$ cat src/rtl/vclz_pkg.sv
package vclz_pkg;
  typedef enum logic [1:0] {
    ESZ_BYTE = 2'd0,
    ESZ_HALF = 2'd1,
    ESZ_WORD = 2'd2,
    ESZ_RSVD = 2'd3
  } elem_size_e;

  localparam logic [31:0] OP_CARE  = 32'hFFB3_1FD1;
  localparam logic [31:0] OP_MATCH = 32'hFFB0_04C0;
  localparam int unsigned REG_IDX_W = 4;
  localparam int unsigned NUM_SIZES = 3;
endpackage

$ cat src/rtl/vclz_decode.sv
module vclz_decode
  import vclz_pkg::*;
(
  input  logic [31:0]          instr,
  output logic [REG_IDX_W-1:0] dst_idx,
  output logic [REG_IDX_W-1:0] src_idx,
  output elem_size_e           esize,
  output logic                 undef
);
  logic pattern_ok;
  logic reg_high;

  always_comb begin
    dst_idx    = {instr[22], instr[15:13]};
    src_idx    = {instr[5], instr[3:1]};
    esize      = elem_size_e'(instr[19:18]);
    pattern_ok = ((instr & OP_CARE) == OP_MATCH);
    reg_high   = dst_idx[REG_IDX_W-1] | src_idx[REG_IDX_W-1];
    undef      = !pattern_ok || (esize == ESZ_RSVD) || reg_high;
  end
endmodule

$ cat src/rtl/vclz_lane_count.sv
module vclz_lane_count #(
  parameter int unsigned LANE_W = 8,
  localparam int unsigned CNT_W = $clog2(LANE_W + 1)
) (
  input  logic [LANE_W-1:0] lane,
  output logic [CNT_W-1:0]  count
);
  always_comb begin
    count = CNT_W'(LANE_W);
    for (int i = 0; i < LANE_W; i++) begin
      if (lane[i]) count = CNT_W'(LANE_W - 1 - i);
    end
  end
endmodule

$ cat src/rtl/vclz_lane_group.sv
module vclz_lane_group #(
  parameter int unsigned VEC_W  = 128,
  parameter int unsigned LANE_W = 8,
  localparam int unsigned NLANES = VEC_W / LANE_W,
  localparam int unsigned CNT_W  = $clog2(LANE_W + 1)
) (
  input  logic [VEC_W-1:0] src,
  output logic [VEC_W-1:0] counts
);
  for (genvar e = 0; e < NLANES; e++) begin : g_lane
    logic [CNT_W-1:0] cnt;
    vclz_lane_count #(.LANE_W(LANE_W)) u_cnt (
      .lane  (src[e*LANE_W +: LANE_W]),
      .count (cnt)
    );
    assign counts[e*LANE_W +: LANE_W] = {{(LANE_W-CNT_W){1'b0}}, cnt};
  end
endmodule

$ cat src/rtl/vclz_byte_merge.sv
module vclz_byte_merge #(
  parameter int unsigned VEC_W = 128,
  localparam int unsigned NBYTES = VEC_W / 8
) (
  input  logic [VEC_W-1:0]  new_vec,
  input  logic [VEC_W-1:0]  old_vec,
  input  logic [NBYTES-1:0] mask,
  input  logic              enable,
  output logic [VEC_W-1:0]  merged
);
  for (genvar k = 0; k < NBYTES; k++) begin : g_byte
    assign merged[k*8 +: 8] = (enable && mask[k]) ? new_vec[k*8 +: 8] : old_vec[k*8 +: 8];
  end
endmodule

$ cat src/rtl/vclz_unit.sv
module vclz_unit
  import vclz_pkg::*;
#(
  parameter int unsigned VEC_W = 128,
  localparam int unsigned NBYTES = VEC_W / 8
) (
  input  logic                 clk,
  input  logic                 rst,
  input  logic                 in_valid,
  input  logic [31:0]          instr,
  input  logic [VEC_W-1:0]     src_vec,
  input  logic [VEC_W-1:0]     dst_vec,
  input  logic [NBYTES-1:0]    byte_mask,
  output logic                 out_valid,
  output logic [VEC_W-1:0]     out_vec,
  output logic                 out_undef,
  output logic [REG_IDX_W-1:0] out_dst_idx,
  output logic [REG_IDX_W-1:0] out_src_idx
);
  logic [REG_IDX_W-1:0] dec_dst;
  logic [REG_IDX_W-1:0] dec_src;
  elem_size_e           dec_size;
  logic                 dec_undef;
  logic [VEC_W-1:0]     group_res [NUM_SIZES];
  logic [VEC_W-1:0]     sel_res;
  logic [VEC_W-1:0]     merged;

  vclz_decode u_dec (
    .instr   (instr),
    .dst_idx (dec_dst),
    .src_idx (dec_src),
    .esize   (dec_size),
    .undef   (dec_undef)
  );

  for (genvar g = 0; g < NUM_SIZES; g++) begin : g_size
    vclz_lane_group #(.VEC_W(VEC_W), .LANE_W(8 << g)) u_grp (
      .src    (src_vec),
      .counts (group_res[g])
    );
  end

  always_comb begin
    case (dec_size)
      ESZ_BYTE: sel_res = group_res[0];
      ESZ_HALF: sel_res = group_res[1];
      ESZ_WORD: sel_res = group_res[2];
      default:  sel_res = dst_vec;
    endcase
  end

  vclz_byte_merge #(.VEC_W(VEC_W)) u_merge (
    .new_vec (sel_res),
    .old_vec (dst_vec),
    .mask    (byte_mask),
    .enable  (!dec_undef),
    .merged  (merged)
  );

  always_ff @(posedge clk) begin
    if (rst) begin
      out_valid   <= 1'b0;
      out_vec     <= '0;
      out_undef   <= 1'b0;
      out_dst_idx <= '0;
      out_src_idx <= '0;
    end else begin
      out_valid <= in_valid;
      if (in_valid) begin
        out_vec     <= merged;
        out_undef   <= dec_undef;
        out_dst_idx <= dec_dst;
        out_src_idx <= dec_src;
      end
    end
  end
endmodule

$ cat config.mk
export PLATFORM = sky130hd
export DESIGN_NAME = vclz_unit
export DESIGN_NICKNAME = d
export VERILOG_FILES = /design/src/rtl/vclz_pkg.sv /design/src/rtl/vclz_decode.sv /design/src/rtl/vclz_lane_count.sv /design/src/rtl/vclz_lane_group.sv /design/src/rtl/vclz_byte_merge.sv /design/src/rtl/vclz_unit.sv
export SDC_FILE = /design/constraint.sdc
export NUM_CORES = 1
export LEC_CHECK = 0
export ABC_CLOCK_PERIOD_IN_PS = 2750
export BUFFER_PORTS_ARGS = -buffer_cell sky130_fd_sc_hd__clkbuf_2
export CAP_MARGIN = 10
export CORE_AREA = 2 2 173 175
export CTS_CLUSTER_SIZE = 24
export DETAILED_ROUTE_END_ITERATION = 10
export DIE_AREA = 0 0 175 177
export GPL_ROUTABILITY_DRIVEN = 0
export GPL_TIMING_DRIVEN = 0
export HOLD_SLACK_MARGIN = 0.08
export SLEW_MARGIN = 20
export SYNTH_ARGS = -nofsm -noshare
export SYNTH_HDL_FRONTEND = slang
export SYNTH_SLANG_ARGS = --single-unit
$ cat constraint.sdc
create_clock -name clk -period 2.75 [get_ports clk]
set_clock_uncertainty 0.1 [all_clocks]
set_input_delay 0.1375 -clock clk [delete_from_list [all_inputs] [get_ports clk]]
set_output_delay 0.1375 -clock clk [all_outputs]
set_load 0.005 [all_outputs]
==> metrics, run 1 <==
main flop type after synthesis dfxtp_1; fin. max-slew vios 0; total track usage 30.1%; final critical-path required period 2.59 ns; Post-DP Area 0.0108 mm²; CP max-delay cell clkbuf_1; synthesized area per cell between 7 and 8 µm²; Finish-stage setup viols 0; dpl ws -0.690 ns; RSZ-0062 raised after global routing false; clk_lat worst skew 0.43 ns; HP Class in -> reg; Leakage approximately 5.5 nW; Port Buf Inserts 443; slowest stage delay, CP slightly above 0.9 ns; Clk pwr share 41.1%; CP most frequent cell clkbuf_1; setup ws final approximately 0.16 ns; crit path cell chain clkbuf_2 -> nand2b_1 -> clkbuf_1 -> clkbuf_1 -> o21ai_0 -> a31oi_1 -> o221ai_1; Synth Warn # 0; WS Path Type in -> reg; ys async rst share 0%; status finished, final reports clean; Int Pwr 4.04 mW; core area 0.0292 mm²; net switching power 1.84 mW; register area 0.00276 mm²; register share of total power a little under two fifths; Netlist cell types 61; post-synthesis net count about 1400; Slew HR 23.0%; Fill cells 3019; Post-DP HPWL 35700 µm; Area contributors post-synth dfxtp_1, a21oi_1, nor2_1; Top Family by Delay on Critical Path buffers and inverters; CTS Sinks roughly 140; worst r2r path cells 4; Crit. End Element flop; CTS tree done; Die X around 180 µm; CTS H-tree lvls 4; Startpoint Class input pin; first-pass GRT wire length just under 70000 µm; I/O Pins 445; die area between 0.03 and 0.04 mm²; Power Dens Cells 455 mW/mm²; Crit path arrival time 2.76 ns; number of synthesized register bits around 140; footprint of the multi-input gates 0.00489 mm²; Starting Density between 20% and 30%; number of cells on the critical path 7; pin count of the biggest net entering global routing 17; CP required 2.92 ns; post-synth top area share roughly 34%; number of CTS-inserted buffers 17; Tcrit/Tclk final 94.0%; Final Cell Area 0.0130 mm²; Fmax slightly below 400 MHz; setup TNS 0 ns; Nets 2038; initial antenna violation count 0; EDFF count, synth 0; worst slew pin tran ~1.2 ns; Layout area overhead 60.5%; Synth Instances 1110; per-cell routed wire length ~23 µm; Die H 177 µm; total grt overflow 0; Worst Path Buf+Inv 3; Avg Vias per Cell about 5.5; layout cell share with drive strength beyond 1 29.0%; Worst Path Max Fanout 10; max_cap viols 0; vias in the first global route 11608; Power Total 5.89 mW; Max VDD drop slightly above 0.4 mV; Hold Fails Final Rpt 0; Pre-antenna DRT Iters 7; num rows 63; Via Count about 12000; Clock Path Buffers 2; sequential cell area fraction in the yosys report 34.2%; DRC Markers 0; final WL 48300 µm; Reg clk slew, reported paths 0.07 ns; Synth Cell Area 0.00807 mm²; worst hold path cell count 4; Final ANT Viol Nets 0; largest area contributor in the synthesized netlist dfxtp_1; drt initial violations 1039; Sw Share 31.3%; CTS Root Cell clkbuf_16; Comb pwr share 21.7%
flip-flops by register name (all words and copies together), names as in the netlist:
register / count
out_valid: 1
out_vec: 128
out_dst_idx: 4
out_undef: 1
out_src_idx: 4
what timing repair did:
item,CTS,global route
endpoints found under the hold margin,134,0
resized for setup,3,1
buffers inserted,0,2
hold buffers,157,0
pin swaps,0,1
endpoints found under the setup margin,8,13
layer usage:
layer  global-route usage, %  share of wire, %  up-vias
li1                        -                 -     5425
met1                    33.4                38     5458
met2                    53.1                49      711
met3                    8.76               9.2      130
met4                    13.9               4.3        0
met5                       0                 0        -
final timing paths:
path / from / to / slack, ns
worst min-delay path: dst_vec[64] / out_vec[64] / 0.09
worst max register to register: out_vec[32] / out_vec[32] / 1.46
worst min register to register: out_vec[99] / out_vec[99] / 0.36
worst max-delay path: instr[18] / out_vec[33] / 0.16
cells by family (layout without fill, tap and decap cells):
| family | count (synthesis) | in the layout | synth area share (%) |
|---|---|---|---|
| other cells | 0 | 1 | 0 |
| simple gates | 514 | 514 | 31.5 |
| flops | 138 | 138 | 34.2 |
| buf+inv | 105 | 739 | 5.25 |
| compound gates | 341 | 341 | 27.6 |
| mux | 12 | 12 | 1.49 |
synth_stat cells (6+ instances only):
| cell type | count |
|---|---|
| nand4b_1 | 7 |
| o22ai_1 | 9 |
| a2111oi_0 | 9 |
| nand2_1 | 102 |
| or4_1 | 19 |
| clkbuf_1 | 57 |
| nor2b_1 | 15 |
| dfxtp_1 | 138 |
| and3_1 | 10 |
| inv_1 | 30 |
| nor3_1 | 43 |
| nand2b_1 | 10 |
| o31ai_1 | 26 |
| mux2i_1 | 12 |
| buf_2 | 12 |
| nor4_1 | 47 |
| nand3_1 | 87 |
| a211oi_1 | 43 |
| nor2_1 | 142 |
| o21a_1 | 6 |
| a21oi_1 | 139 |
| o21ai_0 | 32 |
| o211ai_1 | 10 |
| nand4_1 | 7 |
| a311oi_1 | 14 |
| a31oi_1 | 7 |
final cells by class:
class	count	share of cell area [%]
Antenna cell	1	0.0193
Clock buffer	19	3.34
Timing Repair Buffer	602	29.4
Buffer	75	2.43
Inverter	30	0.869
Sequential cell	138	21.3
Tap cell	390	3.77
Multi-Input combinational cell	867	37.8
Clock inverter	13	1.13
metrics by stage:
stage / hold slack, ns / util, % / instances
after floorplan: 0.185 / - / 1110
after global placement: 0.274 / 36.9 / 1943
after detailed placement: 0.283 / 36.9 / 1943
after CTS: 0.0803 / 44.3 / 2132
after global routing: 0.0863 / 44.3 / 2134
final: 0.0895 / 44.3 / 2135
cells in the final DEF, fill, tap and decap left out, drive strengths merged, types with 11 or more instances in the layout:
master and instances:
a211oi 44, nand3 87, clkbuf 520, a21oi 139, dfxtp 138, nand2 102
a311oi 14, nor2 142, dlygate4sd3 157, o31ai 26, o21ai 32, nor4 47
a2111oi 11, nor3 43, or4 19, mux2i 12, buf 19, nor2b 15
inv 32
power by group through the flow:
stage | combinational (mW) | sequential (mW) | clock (mW)
CTS | 1.25 | 2.19 | 2.46
global route | 1.37 | 2.21 | 2.53
detailed placement | 1.07 | 2.24 | 0
global placement | 1.06 | 2.23 | 0
finish | 1.28 | 2.19 | 2.42
floorplan | 0.408 | 2.24 | 0
worst reg2reg max path, delay by kind of cell, from the launching register on:
kind / cells / cell delay (ns)
AND/OR/NAND/NOR: 1 / 0.05
flip-flops: 1 / 0.37
AO/OA/AOI/OAI: 3 / 0.71
Note: power is estimated with default switching activity, not from simulation.
==> inputs of run 2 (changes only) <==
--- a/config.mk
+++ b/config.mk
@@ -6,7 +6,7 @@
 export NUM_CORES = 1
 export LEC_CHECK = 0
 export ABC_CLOCK_PERIOD_IN_PS = 2750
-export BUFFER_PORTS_ARGS = -buffer_cell sky130_fd_sc_hd__clkbuf_2
+export BUFFER_PORTS_ARGS = -buffer_cell sky130_fd_sc_hd__buf_2
 export CAP_MARGIN = 10
 export CORE_AREA = 2 2 173 175
 export CTS_CLUSTER_SIZE = 24
@@ -15,6 +15,7 @@
 export GPL_ROUTABILITY_DRIVEN = 0
 export GPL_TIMING_DRIVEN = 0
 export HOLD_SLACK_MARGIN = 0.08
+export MAX_ROUTING_LAYER = met4
 export SLEW_MARGIN = 20
 export SYNTH_ARGS = -nofsm -noshare
 export SYNTH_HDL_FRONTEND = slang
==> metrics, run 2 (same netlist as run 1, synthesis figures left out) <==
Hold Fails Final Rpt 0; Die H 177 µm; initial antenna violation count 3; first-pass GRT wire length 68500 µm; die area between 0.03 and 0.04 mm²; layout cell share with drive strength beyond 1 approximately 29%; Die X 175 µm; pin count of the biggest net entering global routing 17; CTS Root Cell clkbuf_16; Startpoint Class input pin; Worst Path Max Fanout 10; fin. max-slew vios 0; final WL 48000 µm; Post-DP HPWL 35800 µm; CTS tree done; I/O Pins between 400 and 500; Leakage 5.54 nW; Power Total 5.88 mW; Final ANT Viol Nets 0; Final Cell Area 0.0130 mm²; Clock Path Buffers 2; worst r2r path cells 4; commonest non-fill, non-tap cell in the layout buf_2; Power Dens Cells 453 mW/mm²; largest registers out_vec (128), out_dst_idx (4), out_src_idx (4); Pre-antenna DRT Iters 5; Avg Vias per Cell 5.51; Post-DP Area 0.0108 mm²; vias in the first global route 11476; clk_lat worst skew 0.44 ns; Slew HR approximately a fifth; setup ws final 0.133 ns; Nets 2039; CP required roughly 3 ns; num rows 63; most frequent cells in the layout buf_2, dlygate4sd3_1, nor2_1; total grt overflow 0; worst slew pin tran between 1 and 1.5 ns; most flop-heavy register out_vec; utilization after layout 44.4%; CTS H-tree lvls 4; Reg clk slew, reported paths 0.07 ns; per-cell routed wire length 22.4 µm; Crit. End Element flop; total track usage 30.7%; worst reg-to-reg setup slack 1.39 ns; CTS Sinks 138; Port Buf Inserts 443; final critical-path required period between 2 and 3 ns; worst hold path cell count 4; Finish-stage setup viols 0; Crit path arrival time 2.86 ns; Tcrit/Tclk final between 90% and 100%; Fmax about 380 MHz; Via Count ~12000; RSZ-0062 raised after global routing false; max_cap viols 0; Largest register FFs between 100 and 150; number of CTS-inserted buffers 17; Layout area overhead 60.9%; WS Path Type in -> reg; Post-CTS Setup Bufs 0; Max VDD drop 0.317 mV; Starting Density 27.6%; status finished, final reports clean; DRC Markers 0; core area 0.0292 mm²; drt initial violations 984; HP Class in -> reg; dpl ws -0.571 ns
## run 2: changes by cell type in the layout (fill, tap and decap cells not counted)
cell | previous run | this run
buf_2 | 12 | 455
buf_4 | 4 | 2
clkbuf_1 | 57 | 55
clkbuf_2 | 446 | 3
clkbuf_8 | 0 | 1
clkinv_2 | 1 | 4
clkinvlp_4 | 5 | 3
diode_2 | 1 | 5
dlygate4sd3_1 | 157 | 160
## run 2: repair_timing
item                       4_1_cts  5_1_grt
pin swaps                        0        1
resized for setup                3        1
hold buffers                   160        0
setup endpoints to repair        6       15
hold endpoints to repair       134        0
## run 2: area by class of cell
cell class | count | area (µm²)
fillers | 3061 | 16300
multi-input cells | 867 | 4890
repair buffers | 603 | 3820
flip-flops and latches | 138 | 2760
well taps | 390 | 488
clock buffers | 18 | 439
plain buffers | 75 | 315
clock inverters | 14 | 146
inverters | 30 | 113
diodes | 5 | 12.5
## run 2: report_power, final
part	internal [mW]	switching, mW	leakage (nW)
clock network	1.36	1.05	0.282
registers	2.12	0.0672	1.14
logic	0.580	0.696	4.12
total	4.07	1.81	5.54
## run 2: per-layer routing
| layer | global-route usage, % | routed length [µm] | vias to the layer above | part of all wire (%) |
|---|---|---|---|---|
| met5 | - | 0 | - | 0 |
| met3 | 5.99 | 3930 | 115 | 8.2 |
| li1 | - | - | 5457 | - |
| met4 | 11.8 | 1700 | 0 | 3.5 |
| met1 | 35.0 | 18900 | 5510 | 39 |
| met2 | 53.2 | 23500 | 718 | 49 |
## run 2: metrics by stage
stage                     hold slack [ns]  TNS [ns]  instances
after detailed placement            0.284    -20.15       1943
after global placement              0.274    -20.12       1943
after floorplan                     0.185         0       1110
after global routing               0.0882         0       2138
final                              0.0937         0       2140
after CTS                          0.0829         0       2135
## run 2: final timing paths
path,start,to
max,instr[8],out_vec[42]
min,byte_mask[10],out_vec[80]
max reg2reg,out_vec[32],out_vec[32]
min reg2reg,out_vec[99],out_vec[99]
## run 2: critical path, stage by stage
cell and delay (ns):
buf_2 0.10, or4b_4 0.55, a2111oi_4 0.66, buf_4 0.36, nand3_1 0.12, buf_2 0.23
nor4_1 0.37, a21oi_1 0.09, a211oi_1 0.24
